**src/rtl/xbar_arb_pkg.sv**
```systemverilog
package xbar_arb_pkg;
    typedef enum logic [2:0] {
        MS_IDLE,
        MS_WAIT,
        MS_ARB,
        MS_LAT,
        MS_XFER
    } mst_state_e;
endpackage

```
**src/rtl/xbar_arb_mst.sv**
```systemverilog
module xbar_arb_mst
    import xbar_arb_pkg::*;
#(
    parameter int SID_W   = 1,
    parameter int PRIO_W  = 2,
    parameter int BEAT_W  = 4,
    parameter int AGE_W   = 4,
    parameter int ARB_LAT = 2,
    parameter int ACC_LAT = 3,
    localparam int MAXL   = (ARB_LAT > ACC_LAT) ? ARB_LAT : ACC_LAT,
    localparam int CNT_W  = $clog2(MAXL + 1)
) (
    input  logic              clk,
    input  logic              rst_n,
    input  logic              req,
    input  logic [SID_W-1:0]  sid_in,
    input  logic [PRIO_W-1:0] prio_in,
    input  logic [BEAT_W-1:0] beats_in,
    input  logic              start,
    input  logic              preempt,
    output mst_state_e        state,
    output logic [SID_W-1:0]  sid_q,
    output logic [PRIO_W-1:0] prio_q,
    output logic [AGE_W-1:0]  age_q,
    output logic              grant,
    output logic              ready,
    output logic              susp
);
    logic [BEAT_W-1:0] rem_q;
    logic [CNT_W-1:0]  cnt_q;
    logic              susp_q;

    // state register with the per-request context
    always_ff @(posedge clk) begin
        if (!rst_n) begin
            state  <= MS_IDLE;
            sid_q  <= '0;
            prio_q <= '0;
            age_q  <= '0;
            rem_q  <= '0;
            cnt_q  <= '0;
            susp_q <= 1'b0;
        end else begin
            unique case (state)
                MS_IDLE: begin
                    if (req) begin
                        state  <= MS_WAIT;
                        sid_q  <= sid_in;
                        prio_q <= prio_in;
                        rem_q  <= beats_in;
                        age_q  <= '0;
                        susp_q <= 1'b0;
                    end
                end
                MS_WAIT: begin
                    if (start) begin
                        state  <= MS_ARB;
                        cnt_q  <= CNT_W'(ARB_LAT - 1);
                        susp_q <= 1'b0;
                    end else if (age_q != {AGE_W{1'b1}}) begin
                        age_q <= age_q + 1'b1;
                    end
                end
                MS_ARB: begin
                    if (cnt_q == '0) begin
                        state <= MS_LAT;
                        cnt_q <= CNT_W'(ACC_LAT - 1);
                    end else begin
                        cnt_q <= cnt_q - 1'b1;
                    end
                end
                MS_LAT: begin
                    if (cnt_q == '0) state <= MS_XFER;
                    else             cnt_q <= cnt_q - 1'b1;
                end
                MS_XFER: begin
                    rem_q <= rem_q - 1'b1;
                    if (rem_q <= BEAT_W'(1)) begin
                        state <= MS_IDLE;
                    end else if (preempt) begin
                        state  <= MS_WAIT;
                        susp_q <= 1'b1;
                        age_q  <= '0;
                    end
                end
                default: state <= MS_IDLE;
            endcase
        end
    end

    // outputs decoded from the state
    always_comb begin
        grant = (state == MS_LAT) || (state == MS_XFER);
        ready = (state == MS_XFER);
        susp  = (state == MS_WAIT) && susp_q;
    end
endmodule

```
**src/rtl/xbar_arb_pick.sv**
```systemverilog
module xbar_arb_pick #(
    parameter int N_MST  = 3,
    parameter int PRIO_W = 2,
    parameter int AGE_W  = 4,
    localparam int MID_W = (N_MST > 1) ? $clog2(N_MST) : 1
) (
    input  logic [N_MST-1:0]             cand,
    input  logic [N_MST-1:0][PRIO_W-1:0] prio,
    input  logic [N_MST-1:0][AGE_W-1:0]  age,
    output logic                         found,
    output logic [MID_W-1:0]             win,
    output logic [PRIO_W-1:0]            best_prio
);
    logic [AGE_W-1:0] best_age;

    // highest priority, then oldest, then lowest index
    always_comb begin
        found     = 1'b0;
        win       = '0;
        best_prio = '0;
        best_age  = '0;
        for (int m = 0; m < N_MST; m++) begin
            if (cand[m] && (!found || prio[m] > best_prio ||
                            (prio[m] == best_prio && age[m] > best_age))) begin
                found     = 1'b1;
                win       = MID_W'(m);
                best_prio = prio[m];
                best_age  = age[m];
            end
        end
    end
endmodule

```
**src/rtl/xbar_arb.sv**
```systemverilog
module xbar_arb
    import xbar_arb_pkg::*;
#(
    parameter int N_MST   = 3,
    parameter int N_SLV   = 2,
    parameter int MAX_ACT = 1,
    parameter int PRIO_W  = 2,
    parameter int BEAT_W  = 4,
    parameter int DATA_W  = 8,
    parameter int AGE_W   = 4,
    parameter int ARB_LAT = 2,
    parameter int ACC_LAT = 3,
    localparam int SID_W  = (N_SLV > 1) ? $clog2(N_SLV) : 1,
    localparam int MID_W  = (N_MST > 1) ? $clog2(N_MST) : 1
) (
    input  logic                         clk,
    input  logic                         rst_n,
    input  logic [N_MST-1:0]             m_req,
    input  logic [N_MST-1:0][SID_W-1:0]  m_sid,
    input  logic [N_MST-1:0][PRIO_W-1:0] m_prio,
    input  logic [N_MST-1:0][BEAT_W-1:0] m_beats,
    input  logic [N_MST-1:0][DATA_W-1:0] m_wdata,
    output logic [N_MST-1:0]             m_grant,
    output logic [N_MST-1:0]             m_ready,
    output logic [N_MST-1:0]             m_susp,
    output logic [N_SLV-1:0]             s_valid,
    output logic [N_SLV-1:0][DATA_W-1:0] s_data,
    output logic [N_SLV-1:0][MID_W-1:0]  s_mst
);
    mst_state_e                   st [N_MST];
    logic [N_MST-1:0][SID_W-1:0]  sid_q;
    logic [N_MST-1:0][PRIO_W-1:0] prio_q;
    logic [N_MST-1:0][AGE_W-1:0]  age_q;
    logic [N_MST-1:0]             start, preempt;

    logic [N_SLV-1:0]             found, busy;
    logic [N_SLV-1:0][MID_W-1:0]  win, hold;
    logic [N_SLV-1:0][PRIO_W-1:0] best_prio;

    for (genvar m = 0; m < N_MST; m++) begin : g_mst
        xbar_arb_mst #(
            .SID_W(SID_W), .PRIO_W(PRIO_W), .BEAT_W(BEAT_W), .AGE_W(AGE_W),
            .ARB_LAT(ARB_LAT), .ACC_LAT(ACC_LAT)
        ) u_mst (
            .clk(clk), .rst_n(rst_n),
            .req(m_req[m]), .sid_in(m_sid[m]), .prio_in(m_prio[m]),
            .beats_in(m_beats[m]), .start(start[m]), .preempt(preempt[m]),
            .state(st[m]), .sid_q(sid_q[m]), .prio_q(prio_q[m]), .age_q(age_q[m]),
            .grant(m_grant[m]), .ready(m_ready[m]), .susp(m_susp[m])
        );
    end

    for (genvar s = 0; s < N_SLV; s++) begin : g_slv
        logic [N_MST-1:0] cand;
        always_comb begin
            for (int m = 0; m < N_MST; m++)
                cand[m] = (st[m] == MS_WAIT) && (sid_q[m] == SID_W'(s));
        end
        xbar_arb_pick #(.N_MST(N_MST), .PRIO_W(PRIO_W), .AGE_W(AGE_W)) u_pick (
            .cand(cand), .prio(prio_q), .age(age_q),
            .found(found[s]), .win(win[s]), .best_prio(best_prio[s])
        );
    end

    // slave ownership, capacity budget, preemption and data routing
    always_comb begin
        int act_n;
        int room;
        busy    = '0;
        hold    = '0;
        start   = '0;
        preempt = '0;
        s_valid = '0;
        s_data  = '0;
        s_mst   = '0;
        act_n   = 0;
        for (int s = 0; s < N_SLV; s++) begin
            for (int m = 0; m < N_MST; m++) begin
                if ((st[m] == MS_ARB || st[m] == MS_LAT || st[m] == MS_XFER) &&
                    sid_q[m] == SID_W'(s)) begin
                    busy[s] = 1'b1;
                    hold[s] = MID_W'(m);
                end
            end
            if (busy[s]) act_n++;
        end
        room = MAX_ACT - act_n;
        for (int s = 0; s < N_SLV; s++) begin
            if (!busy[s] && found[s] && room > 0) begin
                start[win[s]] = 1'b1;
                room--;
            end
            if (busy[s] && st[hold[s]] == MS_XFER) begin
                s_valid[s] = 1'b1;
                s_data[s]  = m_wdata[hold[s]];
                s_mst[s]   = hold[s];
                if (found[s] && best_prio[s] > prio_q[hold[s]])
                    preempt[hold[s]] = 1'b1;
            end
        end
    end
endmodule

```
**config.mk**
```make
export PLATFORM = sky130hd
export DESIGN_NAME = xbar_arb
export DESIGN_NICKNAME = d
export VERILOG_FILES = /design/src/rtl/xbar_arb_pkg.sv /design/src/rtl/xbar_arb_mst.sv /design/src/rtl/xbar_arb_pick.sv /design/src/rtl/xbar_arb.sv
export SDC_FILE = /design/constraint.sdc
export NUM_CORES = 1
export LEC_CHECK = 0
export BUFFER_PORTS_ARGS = -buffer_cell sky130_fd_sc_hd__buf_4
export CORE_AREA = 3 3 90 101
export CTS_CLUSTER_DIAMETER = 60
export CTS_CLUSTER_SIZE = 40
export DETAILED_ROUTE_END_ITERATION = 10
export DIE_AREA = 0 0 93 104
export PLACE_DENSITY_LB_ADDON = 0.1
export SYNTH_ARGS = -nofsm -noshare
export SYNTH_HDL_FRONTEND = slang
export SYNTH_SLANG_ARGS = --single-unit
```
**constraint.sdc**
```tcl
create_clock -name clk -period 5.7 [get_ports clk]
set_input_delay 0.285 -clock clk [delete_from_list [all_inputs] [get_ports clk]]
set_output_delay 0.285 -clock clk [all_outputs]
set_load 0.02 [all_outputs]
```
# After elaboration in Yosys (flattened, before gate mapping)
# Index checks and enable logic that the tools add are counted.
# classes
n_addsub	12
n_lt_le_gt_ge	25
n_eq_ne	51
n_mux	139
n_bitwise	7
reduce_logical	91
# op_table
operator	count
$mux 4	22
$mux 3	28
$gt 32x1->1 const B	2
$mux 2	24
$pmux 3 s5	3
$ne 2x2->1 const B	18
$pmux 4 s3	3
$logic_and 1x1->1	35
$mux 1	35
$bmux 8 s2	2
$mux 32	1
$mux 8	4
$sub 2x32->32 const A	1
$sub 32x2->32 const B	1
$reduce_and 5->1	6
$pmux 4 s2	3
$eq 3x2->1 const B	6
$ne 2x1->1 const B	9
$pmux 2 s3	3
$reduce_and 6->1	3
$reduce_bool 3->1	6
$logic_or 1x1->1	17
$gt 4x4->1	4
$eq 3x3->1 const B	5
26 further kinds	84
# totals
ff_bits	51
in_bits	50
elab_cells	346

# Longest topological paths before layout
# logic_depth
word_depth	23
depth_mapped	27

# By module
# Synthesis repeated with hierarchy kept, for this count alone.
# hier_totals
hier_cells	643
area_unflattened_um2	5108.6
# by_module_without_submodules
module	instances	cells_per_inst	area_per_inst_um2	seq_area_each_um2
xbar_arb_mst	3	119	975.9	340.3
xbar_arb_pick	2	70	554.3	0.0
xbar_arb	1	146	1072.3	0.0

# Worst setup path after synthesis
# OpenSTA, ideal clock, no wires.
# synth_timing
path_type	flip-flop to flip-flop
from	reg g_mst[0].u_mst.sid_q
to	reg g_mst[0].u_mst.age_q[3]
setup_ps	70
t_arrival_ps	5214
path_slack_ps	416
path_stages_with_launch	24
period_less_slack_ps	5284
path_cell_list	dfxtp_1 buf_2 nor4b_2 nand2_1 ha_1 nor2b_1 o211ai_1 a21oi_1 o31ai_1 o21ai_0 ha_1 nand2_1 a41o_1 a2111oi_0 a21oi_1 nor2_1 a21oi_1 ha_1 a211oi_1 a31oi_1 a21oi_4 nand3_2 or3_1 a21oi_1
# synth_between
elab_chain_cells	22
elab_cells_between_ends	104
cone_classes	add/sub (3); order compare (16); eq/ne (6); mux (39); bitwise (3); reduce/logical (37)
# synth_lines
element	line	rtl
start: declaration	xbar_arb_mst.sv:22	output logic [SID_W-1:0] sid_q,
start signal: assignment	xbar_arb_mst.sv:48	sid_q <= sid_in;
branches (longest 21 deep; another with $sub 2x32->32)	--	
$reduce_and 6->1 (no source line) (*)	--	
end signal: assignment	xbar_arb_mst.sv:61	age_q <= age_q + 1'b1;
end: declaration	xbar_arb_mst.sv:24	output logic [AGE_W-1:0] age_q,
# Every way passes the cells marked *.
# A chain may end at the register's enable or synchronous reset.

# Worst setup path in the final report
# layout_timing
from	reg g_mst[0].u_mst.state[2]
to	reg g_mst[0].u_mst.age_q[3]
# layout_between
elab_chain_cells	22
elab_cells_between_ends	123
cone_classes	add/sub (3); order compare (16); eq/ne (15); mux (46); bitwise (2); reduce/logical (41)
# layout_lines
element	line	rtl
start: declaration	xbar_arb_mst.sv:21	output mst_state_e state,
start signal: assignment	xbar_arb_mst.sv:36	state <= MS_IDLE;
start signal: assignment	xbar_arb_mst.sv:47	state <= MS_WAIT;
start signal: assignment	xbar_arb_mst.sv:57	state <= MS_ARB;
branches (longest 22 deep; another with $sub 2x32->32)	--	
# Parallel ways; which one is timed is not known. The select of a mux whose other input is x is not followed.

==> qor.csv <==
metric,value,unit
status,"finished, final reports clean",
via_count,5003,
ys_types,71,
slew_violations,0,
antenna_found_initial,0,
critical_path_buf_inv_count,2,
synth_top_cell_by_area,dfxtp_1,
cts_buffer_depth,2,
dieArea,9670,um2
synth_cells,636,
grt_util_all_layers,0.271,
fin_skew,0.0116,ns
cp_top_family,compound AO/OA/AOI/OAI gates,
routed_via_density,6.08,
numClockSinks,51,
r2r-end,g_mst[0].u_mst.age_q[3]$_SDFFE_PN0P_,
p_leak,0.00232,uW
ant_nets,0,
setup_viol,0,
syn_nets,731,
postSynthAreaPerCell,7.38,um2
r2r_setup_slack,0.35,ns
ff2ff_path_depth,25,
critPathLaunchType,flop,
fin_cells,823,
setup_slack,0.349,ns
core_area,8230,um2
post-route-period-util,0.939,
holdPathStages,3,
drc_errors,0,
slowest_delay,0.52,ns
grt_max_degree,29,
num_rows,35,
die_h,104,um
routed_wl,13500,um
crit_path_end_kind,flop,
cts_buffers,5,
start_util,0.570,
vdd_ir_drop_max,0.169,mV
routabilityCongestion,0.955,
reg2reg_from,g_mst[0].u_mst.state[2]$_SDFFE_PN0P_,
syn_area,4690,um2
io_pins,81,
place_ws,0.185,ns
synth.top_cell.area_share,0.218,
cts_root_buffer,clkbuf_8,
critPathKind,reg2reg,
fmax,0.187,GHz
grt_pass1_wl,21800,um
power.density,331,nW/um2
synth_common_cells,"nor2_1 (83), nand2_1 (69), a21oi_1 (68), dfxtp_1 (51), ha_1 (45)",
cpMostUsedCell,a21oi_1,
synth_edf_count,0,
synth_area_leaders,"dfxtp_1 (22%), ha_1 (12%), a21oi_1 (7.3%)",
die_w,93,um
max_slew_margin,0.161,
first_pass_iters,5,
drtIter0Drc,402,
ys_seq_elements,51,
placed_cells,805,
hold_violations,0,
grt-ovfl-total,0,
first_global_vias,4618,
arrival,5.62,ns
n_antenna_cell,0,
crit_path_max_fanout,13,
nets,806,
maxCapViolations,0,
worst_skew_pair.late_latency,0.32,ns
htreeDepth,2,
final_core_util,0.676,
design_area,5570,um2
ys_warn_count,0,
setup-tns-final,0,ns
dp_hpwl,10100,um
holdPathEnd,g_mst[1].u_mst.rem_q[0]$_SDFFE_PN0P_,
layout-drive-gt1-share,0.204,
area_growth,18.7,%
ys_async_sr_fraction,0,
hp-start,m_beats[4],
wire_per_inst,16.4,um
io_buffers,80,
post-route-min-period,5.35,ns
cts_tree,done,
cpMaxStageDelayCell,or4b_4,
yosysSeqAreaShare,0.218,
hold_buffers,0,
placed_cell_area,5370,um2
tightest_slew,1.25,ns
clk_pin_slew_worst_paths,0.12,ns
synth-main-ff-cell,dfxtp_1,
critPathRequiredTime,5.97,ns
hp-class,in2reg,
yosys.cell_count.top_type,nor2_1,
==> per-layer routing <==
metal | share of wire | GRT usage | up-vias
li1 | - | - | 2454
met1 | 0.42 | 0.337 | 2298
met2 | 0.49 | 0.481 | 214
met3 | 0.062 | 0.0318 | 37
met4 | 0.029 | 0.0890 | 0
met5 | 0 | 0 | -
==> tightest hold or removal path, cell delays in order <==
cell and delay, ns:
buf_4 0.07, a21oi_1 0.05, nor2_1 0.07
==> per-stage QoR <==
| step | power (uW) | hold WS (ns) |
|---|---|---|
| global route | 1980 | 0.197 |
| finish | 1840 | 0.186 |
| floorplan | 1250 | 0.421 |
| CTS | 1790 | 0.186 |
| detailed placement | 1550 | 0.475 |
| global placement | 1520 | 0.466 |
==> worst max-delay path by stage <==
| stage | start | endpoint | cells past startpoint |
|---|---|---|---|
| floorplan | g_mst[0].u_mst.sid_q$_SDFFE_PN0P_ | g_mst[0].u_mst.age_q[3]$_SDFFE_PN0P_ | 23 |
| global placement | g_mst[0].u_mst.state[2]$_SDFFE_PN0P_ | g_mst[0].u_mst.age_q[3]$_SDFFE_PN0P_ | 25 |
| detailed placement | g_mst[0].u_mst.state[2]$_SDFFE_PN0P_ | g_mst[0].u_mst.age_q[3]$_SDFFE_PN0P_ | 25 |
| CTS | g_mst[0].u_mst.state[2]$_SDFFE_PN0P_ | g_mst[0].u_mst.age_q[3]$_SDFFE_PN0P_ | 25 |
| global route | g_mst[0].u_mst.state[2]$_SDFFE_PN0P_ | g_mst[0].u_mst.age_q[3]$_SDFFE_PN0P_ | 25 |
| finish | g_mst[0].u_mst.state[2]$_SDFFE_PN0P_ | g_mst[0].u_mst.age_q[3]$_SDFFE_PN0P_ | 25 |
==> report_power, final <==
part	switching (uW)	internal [uW]	leakage (uW)
registers	95.9	425	0.000417
clock network	148	91.6	0.0000467
logic	627	454	0.00186
==> state kept, by name, indices dropped and copies added, names as in the netlist <==
| name | flops |
|---|---|
| g_mst.u_mst.age_q | 12 |
| g_mst.u_mst.rem_q | 12 |
| g_mst.u_mst.state | 9 |
| g_mst.u_mst.cnt_q | 6 |
| g_mst.u_mst.prio_q | 6 |
| g_mst.u_mst.sid_q | 3 |
| g_mst.u_mst.susp_q | 3 |
==> layout make-up <==
| cell class | instances | area [um2] |
|---|---|---|
| Fill cell | 737 | 2670 |
| Multi-Input combinational cell | 511 | 3350 |
| Tap cell | 111 | 139 |
| Clock inverter | 3 | 27.5 |
| Inverter | 33 | 139 |
| Clock buffer | 5 | 68.8 |
| Timing Repair Buffer | 109 | 822 |
| Sequential cell | 51 | 1020 |
==> layout by cell type, fill, tap and decap left out, types with 6 or more instances in the layout <==
cell and count:
ha_1 45, mux2i_1 29, a211oi_1 22, buf_4 108
and2_1 10, nor3_1 14, dfxtp_1 50, nand2_1 69
o211ai_1 7, or3_1 6, inv_1 29, nor2b_1 10
nand2b_1 6, nand3_1 12, a21oi_1 68, nor2_1 83
o21ai_0 30
==> what timing repair did <==
| action | in CTS | in global routing |
|---|---|---|
| setup buffers | 0 | 9 |
| endpoints found under the setup margin | 0 | 14 |
| gates resized for setup | 0 | 10 |
==> logic make-up (layout without fill, tap and decap cells) <==
group                      after synthesis  in the layout  synth area share
AOI/OAI and AO/OA                      185            185             0.257
xor gates and xnor gates                 1              1           0.00187
adders and majority gates               45             45             0.120
buffers and inverters                   75            150            0.0757
DFF                                     51             51             0.218
muxes                                   30             30            0.0643
and+or+nand+nor                        249            250             0.263
No activity file was read; power rests on OpenSTA's default activity.
